--- src/rtl/scl_gen_pkg.sv ---
package scl_gen_pkg;
  typedef enum logic [1:0] {
    PH_IDLE = 2'd0,
    PH_LOW  = 2'd1,
    PH_HIGH = 2'd2
  } scl_phase_e;
endpackage

--- src/rtl/scl_base_tick.sv ---
module scl_base_tick #(
  parameter int IDX_W   = 4,
  parameter int PRE_NUM = 4,
  parameter int BYTE_W  = 8
) (
  input  logic                      clk,
  input  logic                      rst,
  input  logic                      en,
  input  logic [IDX_W-1:0]          idx,
  input  logic [PRE_NUM*BYTE_W-1:0] div_word,
  output logic                      tick_o
);
  localparam int ACC_W  = BYTE_W + 1;
  localparam int SEL_W  = (PRE_NUM > 1) ? $clog2(PRE_NUM) : 1;
  localparam int HALF_W = (1 << IDX_W) - 1 - PRE_NUM;
  localparam logic [IDX_W-1:0] PRE_IDX = IDX_W'(PRE_NUM);

  logic [BYTE_W-1:0] pre_n [PRE_NUM];

  genvar gi;
  generate
    for (gi = 0; gi < PRE_NUM; gi++) begin : g_bytes
      assign pre_n[gi] = div_word[gi*BYTE_W +: BYTE_W];
    end
  endgenerate

  logic [SEL_W-1:0]  sel;
  logic [ACC_W-1:0]  acc, acc_sum, modulus, acc_nx;
  logic              pre_tick;
  logic [IDX_W-1:0]  shift;
  logic [HALF_W:0]   one_sh;
  logic [HALF_W-1:0] limit, hcnt;
  logic              half_tick, tick_nx, halving;

  always_comb begin
    halving   = idx > PRE_IDX;
    sel       = halving ? SEL_W'(PRE_NUM - 1) : SEL_W'(idx - 1'b1);
    modulus   = {1'b0, pre_n[sel]} + ACC_W'(2);
    acc_sum   = acc + ACC_W'(2);
    pre_tick  = acc_sum >= modulus;
    acc_nx    = pre_tick ? acc_sum - modulus : acc_sum;
    shift     = halving ? idx - PRE_IDX : '0;
    one_sh    = (HALF_W+1)'(1) << shift;
    limit     = HALF_W'(one_sh - 1'b1);
    half_tick = pre_tick && (hcnt == limit);
    if (idx == '0)    tick_nx = 1'b1;
    else if (halving) tick_nx = half_tick;
    else              tick_nx = pre_tick;
  end

  always_ff @(posedge clk) begin
    if (rst || !en) begin
      acc    <= '0;
      hcnt   <= '0;
      tick_o <= 1'b0;
    end else begin
      acc    <= acc_nx;
      tick_o <= tick_nx;
      if (halving && pre_tick)
        hcnt <= (hcnt == limit) ? '0 : hcnt + 1'b1;
    end
  end

  a_r9_no_tick_when_idle: assert property (@(posedge clk) disable iff (rst)
    !en |=> !tick_o);
  a_r2_raw_clock_ticks: assert property (@(posedge clk) disable iff (rst)
    (en && idx == '0) |=> tick_o);
  a_r3_no_back_to_back_slow: assert property (@(posedge clk) disable iff (rst)
    (en && idx == PRE_IDX && $stable(idx) && pre_n[PRE_NUM-1] >= BYTE_W'(2) && tick_o)
      |=> !tick_o);
endmodule

--- src/rtl/scl_phase_fsm.sv ---
module scl_phase_fsm
  import scl_gen_pkg::*;
#(
  parameter int CNT_W = 4
) (
  input  logic             clk,
  input  logic             rst,
  input  logic             en,
  input  logic             tick,
  input  logic             scl_in,
  input  logic [CNT_W-1:0] lo_cnt,
  input  logic [CNT_W-1:0] hi_cnt,
  input  logic [CNT_W-1:0] min_hi,
  output logic             scl_o,
  output logic             rise_o,
  output logic             fall_o
);
  scl_phase_e       st;
  logic [CNT_W-1:0] cnt;
  logic [CNT_W-1:0] hi_lim;

  assign hi_lim = (hi_cnt > min_hi) ? hi_cnt : min_hi;

  always_ff @(posedge clk) begin
    if (rst) begin
      st     <= PH_IDLE;
      cnt    <= '0;
      scl_o  <= 1'b1;
      rise_o <= 1'b0;
      fall_o <= 1'b0;
    end else begin
      rise_o <= 1'b0;
      fall_o <= 1'b0;
      if (!en) begin
        st    <= PH_IDLE;
        cnt   <= '0;
        scl_o <= 1'b1;
        if (!scl_o) rise_o <= 1'b1;
      end else begin
        case (st)
          PH_IDLE: begin
            st     <= PH_LOW;
            cnt    <= '0;
            scl_o  <= 1'b0;
            fall_o <= 1'b1;
          end
          PH_LOW: if (tick) begin
            if (cnt == lo_cnt) begin
              st     <= PH_HIGH;
              cnt    <= '0;
              scl_o  <= 1'b1;
              rise_o <= 1'b1;
            end else begin
              cnt <= cnt + 1'b1;
            end
          end
          PH_HIGH: if (tick && scl_in) begin
            if (cnt == hi_lim) begin
              st     <= PH_LOW;
              cnt    <= '0;
              scl_o  <= 1'b0;
              fall_o <= 1'b1;
            end else begin
              cnt <= cnt + 1'b1;
            end
          end
          default: begin
            st    <= PH_IDLE;
            scl_o <= 1'b1;
          end
        endcase
      end
    end
  end

  a_r8_rise_marks_edge: assert property (@(posedge clk) disable iff (rst)
    rise_o |-> (scl_o && !$past(scl_o)));
  a_r8_fall_marks_edge: assert property (@(posedge clk) disable iff (rst)
    fall_o |-> (!scl_o && $past(scl_o)));
  a_r8_strobes_exclusive: assert property (@(posedge clk) disable iff (rst)
    !(rise_o && fall_o));
  a_r9_idle_released: assert property (@(posedge clk) disable iff (rst)
    !en |=> (scl_o && !fall_o));
  a_r7_stretch_holds_high: assert property (@(posedge clk) disable iff (rst)
    (en && st == PH_HIGH && !scl_in) |=> (scl_o && $stable(cnt)));
endmodule

--- src/rtl/scl_timing_gen.sv ---
module scl_timing_gen #(
  parameter int IDX_W   = 4,
  parameter int PRE_NUM = 4,
  parameter int BYTE_W  = 8,
  parameter int CNT_W   = 4
) (
  input  logic                      clk,
  input  logic                      rst,
  input  logic                      en,
  input  logic [IDX_W-1:0]          base_sel,
  input  logic [PRE_NUM*BYTE_W-1:0] prescale_word,
  input  logic [CNT_W-1:0]          lo_cnt,
  input  logic [CNT_W-1:0]          hi_cnt,
  input  logic [CNT_W-1:0]          min_hi_cnt,
  input  logic                      scl_in,
  output logic                      base_tick,
  output logic                      scl_o,
  output logic                      scl_rise,
  output logic                      scl_fall
);
  scl_base_tick #(
    .IDX_W(IDX_W), .PRE_NUM(PRE_NUM), .BYTE_W(BYTE_W)
  ) u_tick (
    .clk(clk), .rst(rst), .en(en), .idx(base_sel),
    .div_word(prescale_word), .tick_o(base_tick)
  );

  scl_phase_fsm #(.CNT_W(CNT_W)) u_phase (
    .clk(clk), .rst(rst), .en(en), .tick(base_tick), .scl_in(scl_in),
    .lo_cnt(lo_cnt), .hi_cnt(hi_cnt), .min_hi(min_hi_cnt),
    .scl_o(scl_o), .rise_o(scl_rise), .fall_o(scl_fall)
  );

  a_r1_reset_released: assert property (@(posedge clk)
    $past(rst) |-> (scl_o && !scl_rise && !scl_fall && !base_tick));
endmodule

--- config.mk ---
export PLATFORM = sky130hd
export DESIGN_NAME = scl_timing_gen
export DESIGN_NICKNAME = d
export VERILOG_FILES = /design/src/rtl/scl_gen_pkg.sv /design/src/rtl/scl_base_tick.sv /design/src/rtl/scl_phase_fsm.sv /design/src/rtl/scl_timing_gen.sv
export SDC_FILE = /design/constraint.sdc
export NUM_CORES = 1
export LEC_CHECK = 0
export BUFFER_PORTS_ARGS = -buffer_cell sky130_fd_sc_hd__buf_4
export CAP_MARGIN = 15
export CORE_MARGIN = 3
export CORE_UTILIZATION = 40
export CTS_CLUSTER_SIZE = 30
export DETAILED_ROUTE_END_ITERATION = 8
export GPL_ROUTABILITY_DRIVEN = 0
export PLACE_DENSITY_LB_ADDON = 0.3
export SLEW_MARGIN = 5
export SYNTH_ARGS = -nofsm -noshare
export SYNTH_HDL_FRONTEND = slang
export SYNTH_SLANG_ARGS = --single-unit
--- constraint.sdc ---
create_clock -name clk -period 11.7 [get_ports clk]
set_clock_uncertainty 0.2 [all_clocks]
set_input_delay 2.34 -clock clk [delete_from_list [all_inputs] [get_ports clk]]
set_output_delay 2.34 -clock clk [all_outputs]
set_load 0.05 [all_outputs]
# Word level (Yosys, flattened, before mapping)
# Index checks and enable logic that the tools add are counted.
[op_classes]
muxes = 33
n_eq_ne = 9
n_bitwise = 2
shift = 1
reduce_logical = 11
addsub = 8
order_cmp = 4
[ops]
columns = ["cell", "n"]
rows = [
  ["$mux 4", 6],
  ["$bmux 8 s2", 1],
  ["$mux 8", 2],
  ["$mux 1", 13],
  ["$pmux 4 s3", 1],
  ["$add 11x1->11 const B", 1],
  ["$eq 11x11->1", 1],
  ["$mux 11", 1],
  ["$shl 1x4->11 const A", 1],
  ["$sub 11x1->11 const B", 1],
  ["$mux 2", 5],
  ["$add 8x2->9 const B", 1],
  ["$add 9x2->9 const B", 1],
  ["$ge 9x9->1", 1],
  ["$mux 9", 1],
  ["$sub 9x9->9", 1],
  ["$eq 4x4->1", 2],
  ["$ne 2x1->1 const B", 3],
  ["$pmux 2 s3", 1],
  ["$add 4x1->4 const B", 1],
  ["$gt 4x3->1 const B", 1],
  ["$gt 4x4->1", 1],
  ["$logic_not 4->1", 1],
  ["$reduce_and 4->1", 1],
  ["17 further kinds", 19],
]
[word_totals]
input_bits = 52
elab_cells = 76
out_inout_bits = 4
register_bits = 30

# Depth between registers and ports, before layout
[depth]
word_depth = 11
ltp_mapped = 24
mapped_depth_nobuf = 19

# Cells and area by module
# From an unflattened synthesis, not the netlist that was laid out.
[hier_totals]
hier_cells = 377
area_unflattened_um2 = 3100.5
[modules_own_cells]
columns = ["mod", "seq_area_each_um2", "area_per_inst_um2", "cells_each", "n_inst"]
rows = [
  ["scl_base_tick", 420.4, 2233.4, 273, 1],
  ["scl_phase_fsm", 180.2, 867.1, 104, 1],
]

# Worst setup path after synthesis
# Ideal clock, no wire load.
[synth_path]
path_type = "input to register"
from = "in base_sel[0]"
to = "reg u_tick.hcnt[8]"
setup_time_ps = 124
n_path_buf = 5
setup_slack_ps = 5167
required_time_ps = 11376
t_arrival_ps = 6210
stages = 24
path_cell_list = "buf_2 -> buf_2 -> inv_2 -> ha_1 -> buf_2 -> nand2b_1 -> clkbuf_1 -> a2bb2oi_1 -> o22ai_1 -> inv_1 -> ha_1 -> inv_1 -> nor3_1 -> nand2_1 -> xnor2_1 -> ha_1 -> nand4_1 -> o211a_1 -> a31oi_2 -> o21ai_2 -> buf_6 -> nor4_4 -> xnor2_1 -> nor2_1"
[synth_via]
elab_chain_len = 9
word_cells_on_any_way = 16
cone_classes = "add/sub (4); order compare (2); eq/ne (1); shift (1); mux (6); bitwise (1); reduce/logical (1)"
[synth_lines]
columns = ["item", "line_no", "text"]
rows = [
  ["start, declared", "scl_timing_gen.sv:10", "input logic [IDX_W-1:0] base_sel,"],
  ["$gt 4x3->1 / $sub 2x1->2 (equally long branches)", "scl_base_tick.sv:36, scl_base_tick.sv:37", ""],
  ["$mux 2", "scl_base_tick.sv:37", "sel = halving ? SEL_W'(PRE_NUM - 1) : SEL_W'(idx - 1'b1);"],
  ["$not 2->3 (implied by the code)", "scl_base_tick.sv:38", "modulus = {1'b0, pre_n[sel]} + ACC_W'(2);"],
  ["$bmux 8 s2", "scl_base_tick.sv:38", ""],
  ["$mux 8 (implied by the code) (2 in series)", "scl_base_tick.sv:38", ""],
  ["$add 8x2->9", "scl_base_tick.sv:38", ""],
  ["$ge 9x9->1", "scl_base_tick.sv:40", "pre_tick = acc_sum >= modulus;"],
  ["$logic_and 1x1->1", "scl_base_tick.sv:59", "if (halving && pre_tick)"],
  ["end signal, assigned", "scl_base_tick.sv:60", "hcnt <= (hcnt == limit) ? '0 : hcnt + 1'b1;"],
  ["end, declared", "scl_base_tick.sv:32", "logic [HALF_W-1:0] limit, hcnt;"],
]
# Several ways; a longest one is shown, not always the timed one. The select of a mux whose other input is x is not followed.
# A chain may end at the register's enable or synchronous reset.

# Worst setup path in the final report
[layout_path]
from = "in base_sel[0]"
to = "reg u_tick.hcnt[10]"
# Same word-level chain as after synthesis.

==> results <==
- The run finished with clean final reports.
- The post-cts hold buffer count is 0.
- The final number of max-transition violations is 0.
- The average cell area after synthesis is 7.85 um2.
- For the final routed database, the setup TNS stands at 0 ns.
- The total standard cell area after synthesis is 0.00295 mm2.
- STA classifies the critical path endpoint as a flip-flop.
- Counting the fill cells in the layout gives 692.
- Of the post-synthesis cell area, the dominant cell type holds 20.4%.
- The post-route netlist has 19.7% of its cells at a drive strength greater than 1.
- For the worst setup path, the data arrival time is 6.57 ns.
- The remaining antenna violation count is 0.
- The max capacitance violation total is 0.
- The vertical die dimension is 91.8 um.
- The worst register-to-register path has a depth of 12.
- The static power due to leakage is 1.47 nW.
- Along the worst path, the maximum fanout reaches 16.
- The Yosys step of the flow raised 0 warnings.
- The initial cell density of the core is 42.2%.
- The iteration count of the initial detailed-routing pass is 4.
- In this run, synthesis inferred 0 flip-flops with an integrated enable.
- The slew at the pin with the worst max-slew slack is 0.787 ns.
- The tightest min-delay check is of the reg2reg type.
- The slowest cell on the critical path is sky130_fd_sc_hd__ha_1.
- The commonest cells after synthesis are 44 x sky130_fd_sc_hd__nor2_1, 32 x sky130_fd_sc_hd__nand2_1, 30 x sky130_fd_sc_hd__dfxtp_1.
- The detailed router finished its first iteration with 104 violations.
- Summing all multi-input logic gate instances after layout gives 0.00217 mm2.
- The worst stage delay on the critical path is 0.55 ns.
- The finished cells cover 0.00350 mm2.
- The longest clock path from root to sink contains 2 buffers.
- Measured along the x axis, the die boundary spans 91.8 um.
- The number of nets handed over by synthesis was 452.
- For flop-to-flop paths, the worst setup slack is 8.33 ns.
- The clock insertion delay at the later pin of the skew report is 0.28 ns.
- The net count reported at finish is 497.
- Setup repair after global routing left no endpoint under its margin.
- In this design, the critical path's most frequently occurring cell is sky130_fd_sc_hd__ha_1.
- The H-tree was split into 2 levels.
- The first-pass GRT wire length is 11700 um.
- The kind of cell with the highest combined delay on the critical path is simple AND/OR/NAND/NOR gates.
- The number of core rows is 30.
- By instance count, the leading cell after synthesis is sky130_fd_sc_hd__nor2_1.
- The type of the worst setup path is in2reg.
- The final route contains 2790 vias.
- The required arrival time at the worst endpoint is 11.66 ns.
- The area of the core is 0.00698 mm2.
- Timing would allow up to 151 MHz.
- The total grt overflow is 0.
- The critical path goes through buf_4 -> inv_2 -> ha_1 -> nor2_1 -> nor3_4 -> o22ai_1 -> inv_1 -> ha_1 -> inv_1 -> nor3_1 -> nand2_1 -> xnor2_1 -> ha_1 -> nand4_1 -> o211a_1 -> a31oi_2 -> o21ai_2 -> nor4_1 -> xnor2_1 -> nor2_1.
- The destination of the worst hold path is u_tick.acc[0]$_SDFFE_PP0P_.
- The worst relative slew slack is 47.5%.
- The count of buffers added by post-CTS timing repair for setup is 0.
- The sequential-to-total area share from yosys stat is 20.4%.
- The area taken by flip-flops and latches is 601 um2.
- The total setup violations reported at the end of the flow is 0.
- The final routed wire length divided by cell count is 13.3 um.
- In the routed layout, each cell is associated on average with a via count of 5.40.
- The initial antenna violation count came to 0.
- TritonCTS built the clock tree.
- The clock drives 30 sinks.
- Once placement finished, the instance area stood at 0.00339 mm2.
- The count of buffers from port buffering is 55.
- The final layout contains routed wiring with a total length of 6890 um.
- The cell count after synthesis came out at 375.
- The cell count of the worst hold path is 2.
- Counting flops and latches in the post-synthesis netlist gives 30.
- The clock period could shrink to 6.60 ns.
- The power density of the placed cells is 88.6 mW/mm2.
- In this run the critical register-to-register path is captured at u_tick.tick_o$_SDFF_PP0_.
- The final count of hold timing violations is 0.
- Sorting the synthesized cells by area gives the leading types as sky130_fd_sc_hd__dfxtp_1 20%, sky130_fd_sc_hd__ha_1 10%, sky130_fd_sc_hd__xor2_1 6.8%, sky130_fd_sc_hd__xnor2_1 5.9%, sky130_fd_sc_hd__nor2_1 5.6%.
- The tree is rooted in a sky130_fd_sc_hd__clkbuf_8.
- The count of buffering cells on the critical path with inverters included is 4.
- The launch point of the worst hold path is u_tick.acc[0]$_SDFFE_PP0P_.
- The count of cells resized by post-cts repair is 0.
- The distinct cell type count after synthesis is 66.
- Entering global routing, the biggest net connects 22 pins.
- The worst voltage drop across the vdd grid is 0.0000707 V.
- Counting flops with an async set or reset pin after synthesis yields a share of 0%.
- Detailed placement ended at an HPWL of 5560 um.
- In the finished design, the share of the clock period the worst path needs comes to 56.4%.
- The sort of element at the start of the critical path is an input pin.
- For this design the top-level I/O count stands at 56.
- In the global route stage, overall resource usage came out at 16.5%.
- The top cell type by total area after synthesis is sky130_fd_sc_hd__dfxtp_1.
- The die covers 0.00843 mm2.
- The main flop type after synthesis is sky130_fd_sc_hd__dfxtp_1.
- From synthesis to final layout, the design area changed by 18.9%.
- The number of diodes is 0.
- Clock tree synthesis inserted a total of 5 buffers.
- The reg-to-reg startpoint is u_tick.acc[1]$_SDFF_PP0_.
- The via count of the first global-routing pass is 2638.
- The clock transition at the registers of the reported paths is 0.07 ns.
- The total DRC errors in the routed layout is 0.
## stage by stage
| step | utilization (%) | std cells | power [mW] | hold WS, ns | setup WS, ns |
|---|---|---|---|---|---|
| 6_report | 50.2 | 517 | 0.310 | 0.303 | 5.10 |
| 5_1_grt | 50.2 | 517 | 0.329 | 0.332 | 4.64 |
| 3_3_place_gp | 48.6 | 509 | 0.207 | 0.290 | 4.92 |
| 2_1_floorplan | - | 375 | 0.180 | 0.273 | 5.17 |
| 3_5_place_dp | 48.6 | 509 | 0.208 | 0.299 | 4.82 |
| 4_1_cts | 50.2 | 517 | 0.313 | 0.307 | 5.13 |
## cells by family (layout without fill, tap and decap cells)
logic type      count (synthesis)  count (layout)  share of synthesized area (%)
buf+inv                        40              86                           5.86
xor+xnor                       43              43                           12.8
simple gates                  140             140                           25.9
compound gates                 85              85                           20.0
fa+ha+maj                      26              26                           11.2
flops                          30              30                           20.4
mux                            11              11                           3.82
## worst max-delay path by stage
stage,from,to,slack (ns),depth (start not counted)
floorplan,base_sel[0],u_tick.hcnt[8]$_SDFFE_PP0P_,5.17,24
global placement,base_sel[0],u_tick.tick_o$_SDFF_PP0_,4.92,19
detailed placement,base_sel[0],u_tick.hcnt[10]$_SDFFE_PP0P_,4.82,20
CTS,base_sel[0],u_tick.hcnt[10]$_SDFFE_PP0P_,5.13,20
global route,base_sel[0],u_tick.hcnt[10]$_SDFFE_PP0P_,4.64,20
finish,base_sel[0],u_tick.hcnt[10]$_SDFFE_PP0P_,5.10,20
## metal layers
| metal | global-route usage (%) | vias to the layer above | wire (um) |
|---|---|---|---|
| met5 | 0 | - | 0 |
| met4 | 4.21 | 0 | 109 |
| met3 | 3.04 | 9 | 270 |
| met2 | 27.8 | 67 | 3340 |
| met1 | 21.5 | 1302 | 3170 |
| li1 | - | 1412 | - |
## cell type report
type	count	share of cell area [%]
multi-input cells	305	62.0
repair buffers	55	11.8
inverters	23	2.47
clock buffers	6	2.07
clock inverters	2	1.07
flip-flops and latches	30	17.1
well taps	96	3.43
## state kept, by name (all words and copies together) (netlist names)
signal          cells
u_phase.cnt         4
u_tick.hcnt        11
u_phase.st          2
u_phase.fall_o      1
u_phase.scl_o       1
u_tick.tick_o       1
u_phase.rise_o      1
u_tick.acc          9
## where the power goes
group	leakage, nW	internal (mW)	switching, mW	total [mW]
clock network	0.0514	0.0635	0.0406	0.104
registers	0.243	0.104	0.00191	0.106
logic	1.18	0.0468	0.0536	0.100
total	1.47	0.214	0.0961	0.310
## layout by cell type, fill, tap and decap left out, types with 2 or more instances in the layout
cell,count
sky130_fd_sc_hd__buf_4,55
sky130_fd_sc_hd__nand4_1,4
sky130_fd_sc_hd__a211oi_1,5
sky130_fd_sc_hd__nand3b_1,4
sky130_fd_sc_hd__a21o_1,5
sky130_fd_sc_hd__and3_1,5
sky130_fd_sc_hd__ha_1,24
sky130_fd_sc_hd__nor3_1,4
sky130_fd_sc_hd__nor2_1,44
sky130_fd_sc_hd__xnor2_1,20
sky130_fd_sc_hd__nor4_4,2
sky130_fd_sc_hd__o22ai_1,9
sky130_fd_sc_hd__nand2_1,32
sky130_fd_sc_hd__a21oi_1,22
sky130_fd_sc_hd__nor4_1,4
sky130_fd_sc_hd__a31oi_1,7
sky130_fd_sc_hd__o21ai_1,4
sky130_fd_sc_hd__o21ai_0,6
sky130_fd_sc_hd__a2bb2oi_1,4
sky130_fd_sc_hd__o31ai_1,2
sky130_fd_sc_hd__nand3_1,13
sky130_fd_sc_hd__nor2b_1,7
sky130_fd_sc_hd__clkbuf_8,5
sky130_fd_sc_hd__inv_1,20
sky130_fd_sc_hd__nand2b_1,5
sky130_fd_sc_hd__inv_2,3
sky130_fd_sc_hd__dfxtp_1,30
sky130_fd_sc_hd__nor4_2,2
sky130_fd_sc_hd__mux2i_1,9
sky130_fd_sc_hd__nor3b_1,2
sky130_fd_sc_hd__o211a_1,2
sky130_fd_sc_hd__nor4b_2,2
sky130_fd_sc_hd__o21ai_2,2
sky130_fd_sc_hd__xor2_1,23
## tightest hold or removal path, delay by kind of cell, from the launching register on
family,cells,cell delay [ns]
flip-flops,1,0.31
AO/OA/AOI/OAI,1,0.05
AND/OR/NAND/NOR,1,0.10
No activity file was read; power rests on OpenSTA's default activity.
